<file path="src/rtl/loh_irq_pkg.sv">
package loh_irq_pkg;
  localparam int SRC_W = 8;

  // bit positions shared by the enable and status registers
  localparam int LOS_BIT = 0;
  localparam int SEF_BIT = 1;
  localparam int LOF_BIT = 2;
  localparam int SEC_BIT = 3;
  localparam int LINE_BIT = 4;
  localparam int REM_BIT = 5;
  localparam int SD_BIT = 6;
  localparam int SF_BIT = 7;

  // sources that are levels (change-detected), the rest are pulses
  localparam logic [SRC_W-1:0] LEVEL_MASK =
    SRC_W'((1 << LOS_BIT) | (1 << SEF_BIT) | (1 << LOF_BIT) | (1 << SD_BIT) | (1 << SF_BIT));

  localparam logic ENABLE_ADDR = 1'b0;
  localparam logic STATUS_ADDR = 1'b1;

  typedef struct packed {
    logic wrEnable;
    logic clrStatus;
    logic selStatus;
  } regStrobes_t;
endpackage

</file>
<file path="src/rtl/loh_irq_ctrl_unit.sv">
module loh_irq_ctrl_unit
  import loh_irq_pkg::*;
(
  input  logic        regAddr,
  input  logic        regWrEn,
  input  logic        regRdEn,
  output regStrobes_t strb
);
  always_comb begin
    strb.wrEnable  = regWrEn && (regAddr == ENABLE_ADDR);
    strb.clrStatus = regRdEn && (regAddr == STATUS_ADDR);
    strb.selStatus = (regAddr == STATUS_ADDR);
  end
endmodule

</file>
<file path="src/rtl/loh_irq_datapath.sv">
module loh_irq_datapath
  import loh_irq_pkg::*;
#(
  parameter int W = SRC_W,
  parameter logic [W-1:0] LVL_MASK = LEVEL_MASK
) (
  input  logic          clk,
  input  logic          rstN,
  input  logic [W-1:0]  srcIn,
  input  regStrobes_t   strb,
  input  logic [W-1:0]  wrData,
  output logic [W-1:0]  rdData,
  output logic          irqOut
);
  logic [W-1:0] evtVec;
  logic [W-1:0] hitVec;
  logic [W-1:0] enableReg;
  logic [W-1:0] statusReg;

  for (genvar i = 0; i < W; i++) begin : g_src
    if (LVL_MASK[i]) begin : g_level
      logic prevBit;
      always_ff @(posedge clk) begin
        if (!rstN) prevBit <= 1'b0;
        else       prevBit <= srcIn[i];
      end
      assign evtVec[i] = srcIn[i] ^ prevBit;
    end else begin : g_pulse
      assign evtVec[i] = srcIn[i];
    end

    always_ff @(posedge clk) begin
      if (!rstN) statusReg[i] <= 1'b0;
      else       statusReg[i] <= (statusReg[i] & ~strb.clrStatus) | hitVec[i];
    end
  end

  assign hitVec = evtVec & enableReg;

  always_ff @(posedge clk) begin
    if (!rstN)              enableReg <= '0;
    else if (strb.wrEnable) enableReg <= wrData;
  end

  assign rdData = strb.selStatus ? statusReg : enableReg;
  assign irqOut = |statusReg;


  enabled_event_sets_chk: assert property (@(posedge clk) disable iff (!rstN)
    (|hitVec) |=> ((statusReg & $past(hitVec)) == $past(hitVec)));


  masked_source_quiet_chk: assert property (@(posedge clk) disable iff (!rstN)
    ((statusReg & ~$past(statusReg) & ~$past(enableReg)) == '0));


  read_clears_chk: assert property (@(posedge clk) disable iff (!rstN)
    (strb.clrStatus && !(|hitVec)) |=> (statusReg == '0));


  read_keeps_new_chk: assert property (@(posedge clk) disable iff (!rstN)
    strb.clrStatus |=> ((statusReg & $past(hitVec)) == $past(hitVec)));


  irq_follows_event_chk: assert property (@(posedge clk) disable iff (!rstN)
    (|hitVec) |=> irqOut);
endmodule

</file>
<file path="src/rtl/loh_irq_ctrl.sv">
module loh_irq_ctrl
  import loh_irq_pkg::*;
(
  input  logic             clk,
  input  logic             rstN,
  input  logic             losDefect,
  input  logic             sefDefect,
  input  logic             lofDefect,
  input  logic             sdDefect,
  input  logic             sfDefect,
  input  logic             secParityErr,
  input  logic             lineParityErr,
  input  logic             lineRemoteErr,
  input  logic             regAddr,
  input  logic             regWrEn,
  input  logic             regRdEn,
  input  logic [SRC_W-1:0] regWrData,
  output logic [SRC_W-1:0] regRdData,
  output logic             irqOut
);
  logic [SRC_W-1:0] srcIn;
  regStrobes_t      strb;

  always_comb begin
    srcIn           = '0;
    srcIn[LOS_BIT]  = losDefect;
    srcIn[SEF_BIT]  = sefDefect;
    srcIn[LOF_BIT]  = lofDefect;
    srcIn[SEC_BIT]  = secParityErr;
    srcIn[LINE_BIT] = lineParityErr;
    srcIn[REM_BIT]  = lineRemoteErr;
    srcIn[SD_BIT]   = sdDefect;
    srcIn[SF_BIT]   = sfDefect;
  end

  loh_irq_ctrl_unit i_ctrl (
    .regAddr (regAddr),
    .regWrEn (regWrEn),
    .regRdEn (regRdEn),
    .strb    (strb)
  );

  loh_irq_datapath #(.W(SRC_W), .LVL_MASK(LEVEL_MASK)) i_dp (
    .clk    (clk),
    .rstN   (rstN),
    .srcIn  (srcIn),
    .strb   (strb),
    .wrData (regWrData),
    .rdData (regRdData),
    .irqOut (irqOut)
  );
endmodule

</file>
<file path="config.mk">
export PLATFORM = sky130hd
export DESIGN_NAME = loh_irq_ctrl
export DESIGN_NICKNAME = d
export VERILOG_FILES = /design/src/rtl/loh_irq_pkg.sv /design/src/rtl/loh_irq_ctrl_unit.sv /design/src/rtl/loh_irq_datapath.sv /design/src/rtl/loh_irq_ctrl.sv
export SDC_FILE = /design/constraint.sdc
export NUM_CORES = 1
export LEC_CHECK = 0
export BUFFER_PORTS_ARGS = -buffer_cell sky130_fd_sc_hd__buf_2
export CORE_UTILIZATION = 31
export DETAILED_ROUTE_END_ITERATION = 10
export HOLD_SLACK_MARGIN = 0.12
export PLACE_DENSITY = 0.55
export SYNTH_ARGS = -nofsm -noshare
export SYNTH_HDL_FRONTEND = slang
export SYNTH_SLANG_ARGS = --single-unit
export TNS_END_PERCENT = 1
</file>
<file path="constraint.sdc">
create_clock -name clk -period 1 [get_ports clk]
set_input_delay 0.05 -clock clk [delete_from_list [all_inputs] [get_ports clk]]
set_output_delay 0.05 -clock clk [all_outputs]
set_load 0.01 [all_outputs]
</file>
==> results.ini, run 1 <==
[yosys]
syn_avg_cell_area_sq_um = 11.6
ys_seq_area_share_pct = 47.7
ys_ff_latch = 21
yosys-top-cells-area = dfxtp_1 (48%), mux2_2 (10%), mux2i_1 (9.1%), nor2b_1 (7.8%), a32o_1 (5.7%)
netlist.area_leader.share_pct = 47.7
ys_types = 15
yosysTopAreaCell = dfxtp_1
synthCells = 76
synth_warnings = 0
syn_area_sq_um = 882
synth_nets = 97

[placed_design]
pre_cts_slack_ps = 2.20
place.gp.congestion = 0.672
io_buffers = 29

[detailed_routing]
finalWirelength_mm = 1.83
ant_nets = 0
dr.pass1.iters = 2
drt_iter0_markers = 10
drc = 0
vias = 696
vias_per_cell = 4.55
avgRoutedWirePerCell_microns = 12.0

[sta]
slew_violations = 0
final.setup_skew_ps = 6.39
max_freq_mhz = 835
setup_viol = 9
setup_slack_ps = -198
fin_hold_ws_ps = 157
finalSetupTns_ps = -960
slew_headroom_pct = 76.8
rsz0062_at_grt = yes
hold_viol_final = 0
worst-slew-pin-transition_ps = 347
post-route-min-period_ps = 1200
post-route-period-util_pct = 120

[status]
outcome = complete, but fails checks
failed_checks = negative setup slack

[global_route]
grt_max_degree = 23
grt_pass1_vias = 744
grt_pass1_wl_mm = 3.35
overflow = 0
grtUsageTotal_pct = 13.8
antenna_found_initial = 0

[final_layout]
layout_commonest_cell = buf_2
final_cell_mix = buf_2 (21), dlygate4sd3_1 (16), dfxtp_2 (15), nor2b_1 (11)
area_growth_pct = 52.3
fin_nets = 145
antenna_cells = 0
num-fill-cells = 245
drive_gt1_share_pct = 50.4

[floorplan]
coreArea_sq_mm = 0.00259
fp.dieH_microns = 55.3
die_x_microns = 55.3
rows = 18
die-area_sq_mm = 0.00306
io_pins = 30
initial_core_util_pct = 34.1

[cts]
htree_levels = 1
path_clk_slew_ps = 110
cts_tree = yes
clkSinkCount = 21
clock_latency_ps = 300
numCtsBuffers = 3
clockRootBuffer = clkbuf_4
cts_buffer_depth = 2

[worst_setup_path]
cp.required_ps = 950
cp-start-kind = flip-flop
path_max_fanout = 3
rrSetupSlack_ps = 170
path_class = flip-flop to output port
worst-path-buf-inv = 2
setup.worst_path.end_class = output port
cp.arrival_ps = 1150
slowest_delay_ps = 350
critPathSlowestCell = dfxtp_2
crit_family = flip-flops
path_cells = buf_4 > mux2_4 > buf_6

[pwr]
power_density_mw_per_mm2 = 1190
p_int_uw = 1220
p_clk_share_pct = 24.8
vdd_drop_max_mv = 1.03
p_sw_uw = 379
seq_power_share_pct = 56.5
p_sw_share_pct = 23.7
combPwrFrac_pct = 18.8
p_leak_uw = 0.000587

[worst_hold_path]
hold_path.class = input port to flip-flop

[flow_run]
maxCapViolations = 0

[final timing paths]
kind / from / endpoint / cells past startpoint
min reg2reg: i_dp.statusReg[2] / i_dp.statusReg[2] / 1
max reg2reg: i_dp.g_src[2].g_level.prevBit / i_dp.statusReg[2] / 2
max: i_dp.statusReg[7] / regRdData[7] / 3
min: rstN / i_dp.enableReg[7] / 2
[what timing repair did]
| item | in CTS | in global routing |
|---|---|---|
| endpoints found under the hold margin | 16 | 0 |
| setup buffers | 0 | 1 |
| resized for setup | 25 | 7 |
| pin swaps | 3 | 0 |
| endpoints found under the setup margin | 9 | 9 |
| hold buffers | 16 | 0 |
[per-layer routing]
metal	track usage (%)	wire (microns)	part of all wire (%)
met1	17.5	895	49
met2	22.5	820	45
met3	5.39	115	6.3
met4	2.14	0	0
met5	0	0	0
[logic make-up after synthesis]
kind of cell	after synthesis	share of synthesized area [%]
mux	16	19.3
compound gates	8	8.23
buf+inv	4	3.40
flops	21	47.7
simple gates	22	16.5
xor+xnor	5	4.96
[power by group through the flow]
stage	sequential [uW]	combinational, uW	clock, uW
floorplan	910	141	0
global placement	915	216	0
detailed placement	916	217	0
CTS	903	293	432
global route	909	331	470
finish	904	300	397
[worst reg2reg max path: stages, from the launching register on]
cell and delay [ps]:
dfxtp_1 320, xor2_1 160, a32o_1 250
[cell usage after synthesis]
master and count:
a22oi_1 3, a32o_1 5, and2_1 5, and2_4 1
buf_6 2, clkbuf_1 2, dfxtp_1 21, mux2_2 8
mux2i_1 8, nand2_1 1, nand2_2 1, nor2b_1 11
nor2b_4 1, nor4_1 2, xor2_1 5
[layout make-up]
cell class | count | area (sq um) | area share (%)
Clock buffer | 4 | 26.3 | 1.96
Tap cell | 30 | 37.5 | 2.79
Sequential cell | 21 | 439 | 32.7
Multi-Input combinational cell | 51 | 470 | 35.0
Timing Repair Buffer | 47 | 370 | 27.6
[flip-flops by register name, summed over array words and instances (netlist names)]
signal / count
i_dp.statusReg: 8
i_dp.enableReg: 8
i_dp.g_src.g_level.prevBit: 5
[stage by stage]
step	power, uW	area, sq um	utilization, %	std cells
6_report	1600	1340	51.9	153
5_1_grt	1710	1340	51.9	153
4_1_cts	1630	1320	50.8	152
3_5_place_dp	1130	1040	40.2	132
3_3_place_gp	1130	1040	40.2	132
2_1_floorplan	1050	882	-	76
No activity file was read; power rests on OpenSTA's default activity.
==> run 2: changes to the inputs <==
--- a/config.mk
+++ b/config.mk
@@ -10,6 +10,7 @@
 export DETAILED_ROUTE_END_ITERATION = 10
 export HOLD_SLACK_MARGIN = 0.12
 export PLACE_DENSITY = 0.55
+export RECOVER_POWER = 100
 export SYNTH_ARGS = -nofsm -noshare
 export SYNTH_HDL_FRONTEND = slang
 export SYNTH_SLANG_ARGS = --single-unit
==> run 2 against run 1 <==
The run still ends with negative setup slack left. Worst hold slack about the same. Global-route usage unchanged. Die area is the same. Clock power about the same. Power shrank 0.31%. First-iteration DRC count unchanged. Clock-buffer cell count stayed put. Core utilization fell by 0.43 points. Final cell count unchanged. Clock skew hardly changed. Critical path depth unchanged. Combinational power is 2% lower. Critical path type unchanged.
==> results.ini, run 2 (synthesis results as in run 1) <==
[cts]
path_clk_slew_ps = 110  ; about the same
htree_levels = 1  ; unchanged
cts_tree = yes  ; unchanged
numCtsBuffers = 3  ; unchanged
clockRootBuffer = clkbuf_4  ; unchanged
clkSinkCount = 21  ; unchanged
clock_latency_ps = 300  ; about the same
cts_buffer_depth = 2  ; unchanged

[status]
failed_checks = negative setup slack  ; unchanged
outcome = complete, but fails checks  ; unchanged

[final_layout]
area_growth_pct = 51.1  ; was 52.3%
reg.largest.list = i_dp.enableReg x8, i_dp.statusReg x8, i_dp.g_src.g_level.prevBit x5  ; unchanged
layout_commonest_cell = dlygate4sd3_1  ; was buf_2
fin_nets = 145  ; unchanged
seq_area_sq_um = 439  ; unchanged
antenna_cells = 0  ; unchanged
multi_input_comb_area_sq_um = 465  ; was 470 sq um
num-fill-cells = 247  ; was 245
drive_gt1_share_pct = 46.3  ; was 50.4%
final_cell_mix = dlygate4sd3_1 (16), dfxtp_2 (15), buf_2 (15), nor2b_1 (11)  ; was buf_2 (21), dlygate4sd3_1 (16), dfxtp_2 (15), nor2b_1 (11)

[pwr]
vdd_drop_max_mv = 1.03  ; about the same
p_leak_uw = 0.000570  ; was 0.000587 uW
report.power.total_uw = 1600  ; about the same
power_density_mw_per_mm2 = 1200  ; was 1190 mW/mm^2

[sta]
setup_viol = 9  ; unchanged
setup_slack_ps = -198  ; about the same
post-route-min-period_ps = 1200  ; about the same
worst-slew-pin-transition_ps = 589  ; was 347 ps
final.setup_skew_ps = 6.43  ; was 6.39 ps
post-route-period-util_pct = 120  ; about the same
slew_headroom_pct = 60.5  ; was 76.8%
slew_violations = 0  ; unchanged
hold_viol_final = 0  ; unchanged
max_freq_mhz = 835  ; about the same
rsz0062_at_grt = yes  ; unchanged
finalSetupTns_ps = -959  ; was -960 ps

[worst_setup_path]
setup.worst_path.end_class = output port  ; unchanged
cp.required_ps = 950  ; about the same
path_max_fanout = 3  ; unchanged
cp.arrival_ps = 1150  ; about the same
path_class = flip-flop to output port  ; unchanged
cp-start-kind = flip-flop  ; unchanged

[global_route]
grtUsageTotal_pct = 13.8  ; unchanged
grt_max_degree = 23  ; unchanged
grt_pass1_wl_mm = 3.35  ; unchanged
grt_pass1_vias = 744  ; unchanged
antenna_found_initial = 0  ; unchanged
overflow = 0  ; unchanged

[floorplan]
io_pins = 30  ; unchanged
die-area_sq_mm = 0.00306  ; unchanged
die_x_microns = 55.3  ; unchanged
coreArea_sq_mm = 0.00259  ; unchanged
initial_core_util_pct = 34.1  ; unchanged
fp.dieH_microns = 55.3  ; unchanged
rows = 18  ; unchanged

[detailed_routing]
drt_iter0_markers = 10  ; unchanged
vias = 694  ; was 696
finalWirelength_mm = 1.84  ; was 1.83 mm
ant_nets = 0  ; unchanged
avgRoutedWirePerCell_microns = 12.0  ; about the same
drc = 0  ; unchanged
dr.pass1.iters = 2  ; unchanged
vias_per_cell = 4.54  ; was 4.55

[worst_hold_path]
hold_path.class = input port to flip-flop  ; unchanged

[placed_design]
place.gp.congestion = 0.672  ; unchanged
pre_cts_slack_ps = 2.20  ; unchanged
io_buffers = 29  ; unchanged

[flow_run]
maxCapViolations = 0  ; unchanged

run 2: metal layers:
| layer | vias up | GRT usage [%] | part of all wire, % |
|---|---|---|---|
| met5 | - | 0 | 0 |
| li1 | 358 | - | - |
| met4 | 0 | 2.14 | 0 |
| met2 | 25 | 22.5 | 45 |
| met3 | 0 | 5.39 | 6.2 |
| met1 | 311 | 17.5 | 49 |
run 2: what timing repair did:
action,in CTS,in global routing
buffers inserted,0,1
resized for setup,25,7
pin swaps,3,0
endpoints found under the setup margin,9,9
hold buffers,16,0
endpoints found under the hold margin,16,0
run 2: layout make-up:
type | instances | share of cell area, %
Clock buffer | 4 | 1.97
Multi-Input combinational cell | 51 | 34.9
Sequential cell | 21 | 33.0
Tap cell | 30 | 2.82
Timing Repair Buffer | 47 | 27.3
run 2: path summary, 6_finish.rpt:
check | endpoint | slack (ps) | start | cells after the start
worst max-delay path | regRdData[7] | -200 | i_dp.statusReg[7] | 3
worst min-delay path | i_dp.enableReg[7] | 160 | rstN | 2
worst max register to register | i_dp.statusReg[2] | 170 | i_dp.g_src[2].g_level.prevBit | 2
worst min register to register | i_dp.statusReg[2] | 490 | i_dp.statusReg[2] | 1
run 2: report_power, final:
part	total (uW)	leakage, uW	internal, uW	switching, uW
Sequential	904	0.000179	878	25.8
Clock	397	0.0000150	155	241
Combinational	295	0.000376	184	112
run 2: per-stage QoR:
| stage | utilization, % | cell area [sq um] | hold WS [ps] | instances |
|---|---|---|---|---|
| after floorplan | - | 882 | 172 | 76 |
| final | 51.4 | 1330 | 157 | 153 |
| after CTS | 50.8 | 1320 | 143 | 152 |
| after global placement | 40.2 | 1040 | 280 | 132 |
| after detailed placement | 40.2 | 1040 | 282 | 132 |
| after global routing | 51.4 | 1330 | 155 | 153 |
run 2: critical path: stages, from the launching register on:
cell and delay [ps]:
dfxtp_2 350, buf_4 120, mux2_4 250, buf_6 120
==> run 3: changes to the inputs <==
--- a/config.mk
+++ b/config.mk
@@ -9,9 +9,10 @@
 export CORE_UTILIZATION = 31
 export DETAILED_ROUTE_END_ITERATION = 10
 export HOLD_SLACK_MARGIN = 0.12
-export PLACE_DENSITY = 0.55
+export PLACE_DENSITY = 0.54
 export RECOVER_POWER = 100
 export SYNTH_ARGS = -nofsm -noshare
 export SYNTH_HDL_FRONTEND = slang
+export SYNTH_HIERARCHICAL = 1
 export SYNTH_SLANG_ARGS = --single-unit
 export TNS_END_PERCENT = 1
==> run 3 against run 2 <==
Cell area increased by 5.9%. Highest routed layer is now met4. Largest power group unchanged. Via count up 11%. The run ends with design-rule violations, negative setup slack left. Synthesized cell count increased by 17%.
==> results.ini, run 3 <==
[final_layout]
num-fill-cells = 281  ; was 247
final_cell_mix = buf_2 (18), dlygate4sd3_1 (16), dfxtp_2 (14), nand2_1 (9)  ; was dlygate4sd3_1 (16), dfxtp_2 (15), buf_2 (15), nor2b_1 (11)
drive_gt1_share_pct = 52.2  ; was 46.3%
antenna_cells = 0  ; unchanged
fin_nets = 158  ; was 145
reg.largest.list = i_dp/enableReg x8, i_dp/statusReg x8, i_dp/g_src.g_level.prevBit x5  ; was i_dp.enableReg x8, i_dp.statusReg x8, i_dp.g_src.g_level.prevBit x5
layout_commonest_cell = buf_2  ; was dlygate4sd3_1
area_growth_pct = 47.5  ; was 51.1%

[detailed_routing]
finalWirelength_mm = 1.89  ; was 1.84 mm
wl_met3_microns = 92  ; was 114 microns
ant_nets = 0  ; unchanged
wl_met2_microns = 879  ; was 821 microns
top_layer_used = met4  ; was met3
dr.pass1.iters = 6  ; was 2
drt_iter0_markers = 16  ; was 10
wl_met1_microns = 902  ; was 901 microns
vias = 773  ; was 694
vias_per_cell = 4.63  ; was 4.54
drc = 2  ; was 0
avgRoutedWirePerCell_microns = 11.3  ; was 12.0 microns

[sta]
hold_viol_final = 0  ; unchanged
slew_headroom_pct = 74.1  ; was 60.5%
final.setup_skew_ps = 1.72  ; was 6.43 ps
fin_hold_ws_ps = 179  ; was 157 ps
slew_violations = 0  ; unchanged
worst-slew-pin-transition_ps = 389  ; was 589 ps
setup_slack_ps = -203  ; was -198 ps
post-route-period-util_pct = 120  ; about the same
post-route-min-period_ps = 1200  ; about the same
max_freq_mhz = 832  ; was 835 MHz
setup_viol = 9  ; unchanged
finalSetupTns_ps = -1000  ; was -959 ps
rsz0062_at_grt = yes  ; unchanged

[yosys]
synthArstFlopShare_pct = 0  ; unchanged
synthTopCellsByCount = dfxtp_1 (21), nand2_1 (9), mux2_2 (8), mux2i_1 (8), nor2b_1 (8)  ; was dfxtp_1 (21), nor2b_1 (11), mux2_2 (8), mux2i_1 (8)
yosysTopAreaCell = dfxtp_1  ; unchanged
synthCells = 89  ; was 76
ys_seq_area_share_pct = 43.9  ; was 47.7%
yosysMostFrequentCell = dfxtp_1  ; unchanged
syn_avg_cell_area_sq_um = 10.8  ; was 11.6 sq um
yosys-top-cells-area = dfxtp_1 (44%), mux2_2 (9.4%), mux2i_1 (8.4%), nor2b_1 (5.2%), and2_2 (4.7%)  ; was dfxtp_1 (48%), mux2_2 (10%), mux2i_1 (9.1%), nor2b_1 (7.8%), a32o_1 (5.7%)
netlist.area_leader.share_pct = 43.9  ; was 47.7%
synthFlopType = dfxtp_1  ; unchanged
synth_warnings = 6  ; was 0
ys_types = 17  ; was 15
synth-edff-count = 0  ; unchanged
syn_area_sq_um = 957  ; was 882 sq um
synth_nets = 110  ; was 97
ys_ff_latch = 21  ; unchanged

[cts]
clkSinkCount = 21  ; unchanged
numCtsBuffers = 3  ; unchanged
htree_levels = 1  ; unchanged
cts_tree = yes  ; unchanged
clock_latency_ps = 300  ; about the same
cts_buffer_depth = 2  ; unchanged
clockRootBuffer = clkbuf_4  ; unchanged
path_clk_slew_ps = 120  ; was 110 ps

[placed_design]
io_buffers = 29  ; unchanged
place.gp.congestion = 0.746  ; was 0.672

[worst_hold_path]
min_from = rstN  ; unchanged
hold_path.class = input port to flip-flop  ; unchanged
worstHoldPathCells = 3  ; was 2
worst_hold_path.endpoint = i_dp/statusReg[0]  ; was i_dp.enableReg[7]

[floorplan]
die_x_microns = 57.6  ; was 55.3 microns
initial_core_util_pct = 33.8  ; was 34.1%
coreArea_sq_mm = 0.00283  ; was 0.00259 sq mm
die-area_sq_mm = 0.00331  ; was 0.00306 sq mm
rows = 19  ; was 18
fp.dieH_microns = 57.6  ; was 55.3 microns
io_pins = 30  ; unchanged

[global_route]
overflow = 0  ; unchanged
antenna_found_initial = 0  ; unchanged
grt_max_degree = 27  ; was 23
grt_pass1_vias = 741  ; was 744
grtUsageTotal_pct = 12.7  ; was 13.8%
grt_pass1_wl_mm = 3.19  ; was 3.35 mm

[worst_setup_path]
setup.worst_path.end_class = output port  ; unchanged
rrSetupSlack_ps = 290  ; was 170 ps
cp.arrival_ps = 1150  ; about the same
path_class = flip-flop to output port  ; unchanged
path_max_fanout = 3  ; unchanged
cp.required_ps = 950  ; about the same
cp-start-kind = flip-flop  ; unchanged
ff2ff_path_depth = 3  ; was 2
r2r-end = i_dp/statusReg[7]  ; was i_dp.statusReg[2]
r2r_start = i_dp/statusReg[7]  ; was i_dp.g_src[2].g_level.prevBit

[pwr]
p_leak_uw = 0.000587  ; was 0.000570 uW
power_density_mw_per_mm2 = 1150  ; was 1200 mW/mm^2
vdd_drop_max_mv = 1.02  ; was 1.03 mV

[status]
outcome = complete, but fails checks  ; unchanged
failed_checks = design-rule violations, negative setup slack  ; was negative setup slack

[flow_run]
maxCapViolations = 0  ; unchanged

-- run 3: repair_timing --
action / CTS / global route
hold buffers: 16 / 0
pin swaps: 1 / 1
buffers inserted: 0 / 1
endpoints found under the setup margin: 9 / 9
gates resized for setup: 29 / 3
endpoints found under the hold margin: 21 / 0
-- run 3: cell type report --
cell class | count | area, sq um | share of cell area, %
repair buffers | 48 | 374 | 26.5
well taps | 31 | 38.8 | 2.75
flip-flops and latches | 21 | 438 | 31.0
clock inverters | 1 | 5.00 | 0.355
multi-input cells | 63 | 533 | 37.8
clock buffers | 3 | 22.5 | 1.60
-- run 3: where the power goes --
group	internal, uW	leakage (uW)	switching [uW]	total, uW
logic	196	0.000391	118	313
clock network	149	0.0000177	256	405
registers	878	0.000178	24.6	903
-- run 3: how the worst max path moves through the flow --
stage                                  from           endpoint  slack, ps
after global routing      i_dp/statusReg[7]             irqOut       -270
after CTS                 i_dp/statusReg[2]             irqOut       -240
final                     i_dp/statusReg[2]             irqOut       -200
after detailed placement            regAddr  i_dp/enableReg[3]         60
after global placement              regAddr  i_dp/enableReg[5]         70
after floorplan                     regAddr  i_dp/enableReg[0]        260
-- run 3: cells by family after synthesis --
logic type                after synthesis  synth area share [%]
and+or+nand+nor                        34                  21.6
AOI/OAI and AO/OA                       8                  7.71
xor gates and xnor gates                5                  4.57
DFF                                    21                  43.9
buffers and inverters                   5                  4.44
muxes                                  16                  17.8
-- run 3: worst max-delay path: stages, from the launching register on --
cell and delay (ps):
dfxtp_2 350, nor4_2 260, nand2_1 90, buf_2 140
-- run 3: layer usage --
metal	vias to the layer above	GRT usage [%]
met1	357	15.3
met4	0	2.09
li1	394	-
met3	2	4.99
met5	-	0
met2	20	21.6
-- run 3: through the flow --
step           cells  area [sq um]  total power [uW]  worst slack [ps]  util (%)
6_report         167          1410              1620              -203      49.9
3_5_place_dp     146          1110              1150              56.6      39.4
4_1_cts          166          1400              1650              -239      49.4
2_1_floorplan     89           957              1070               261         -
3_3_place_gp     146          1110              1150              67.0      39.4
5_1_grt          167          1410              1710              -267      49.9
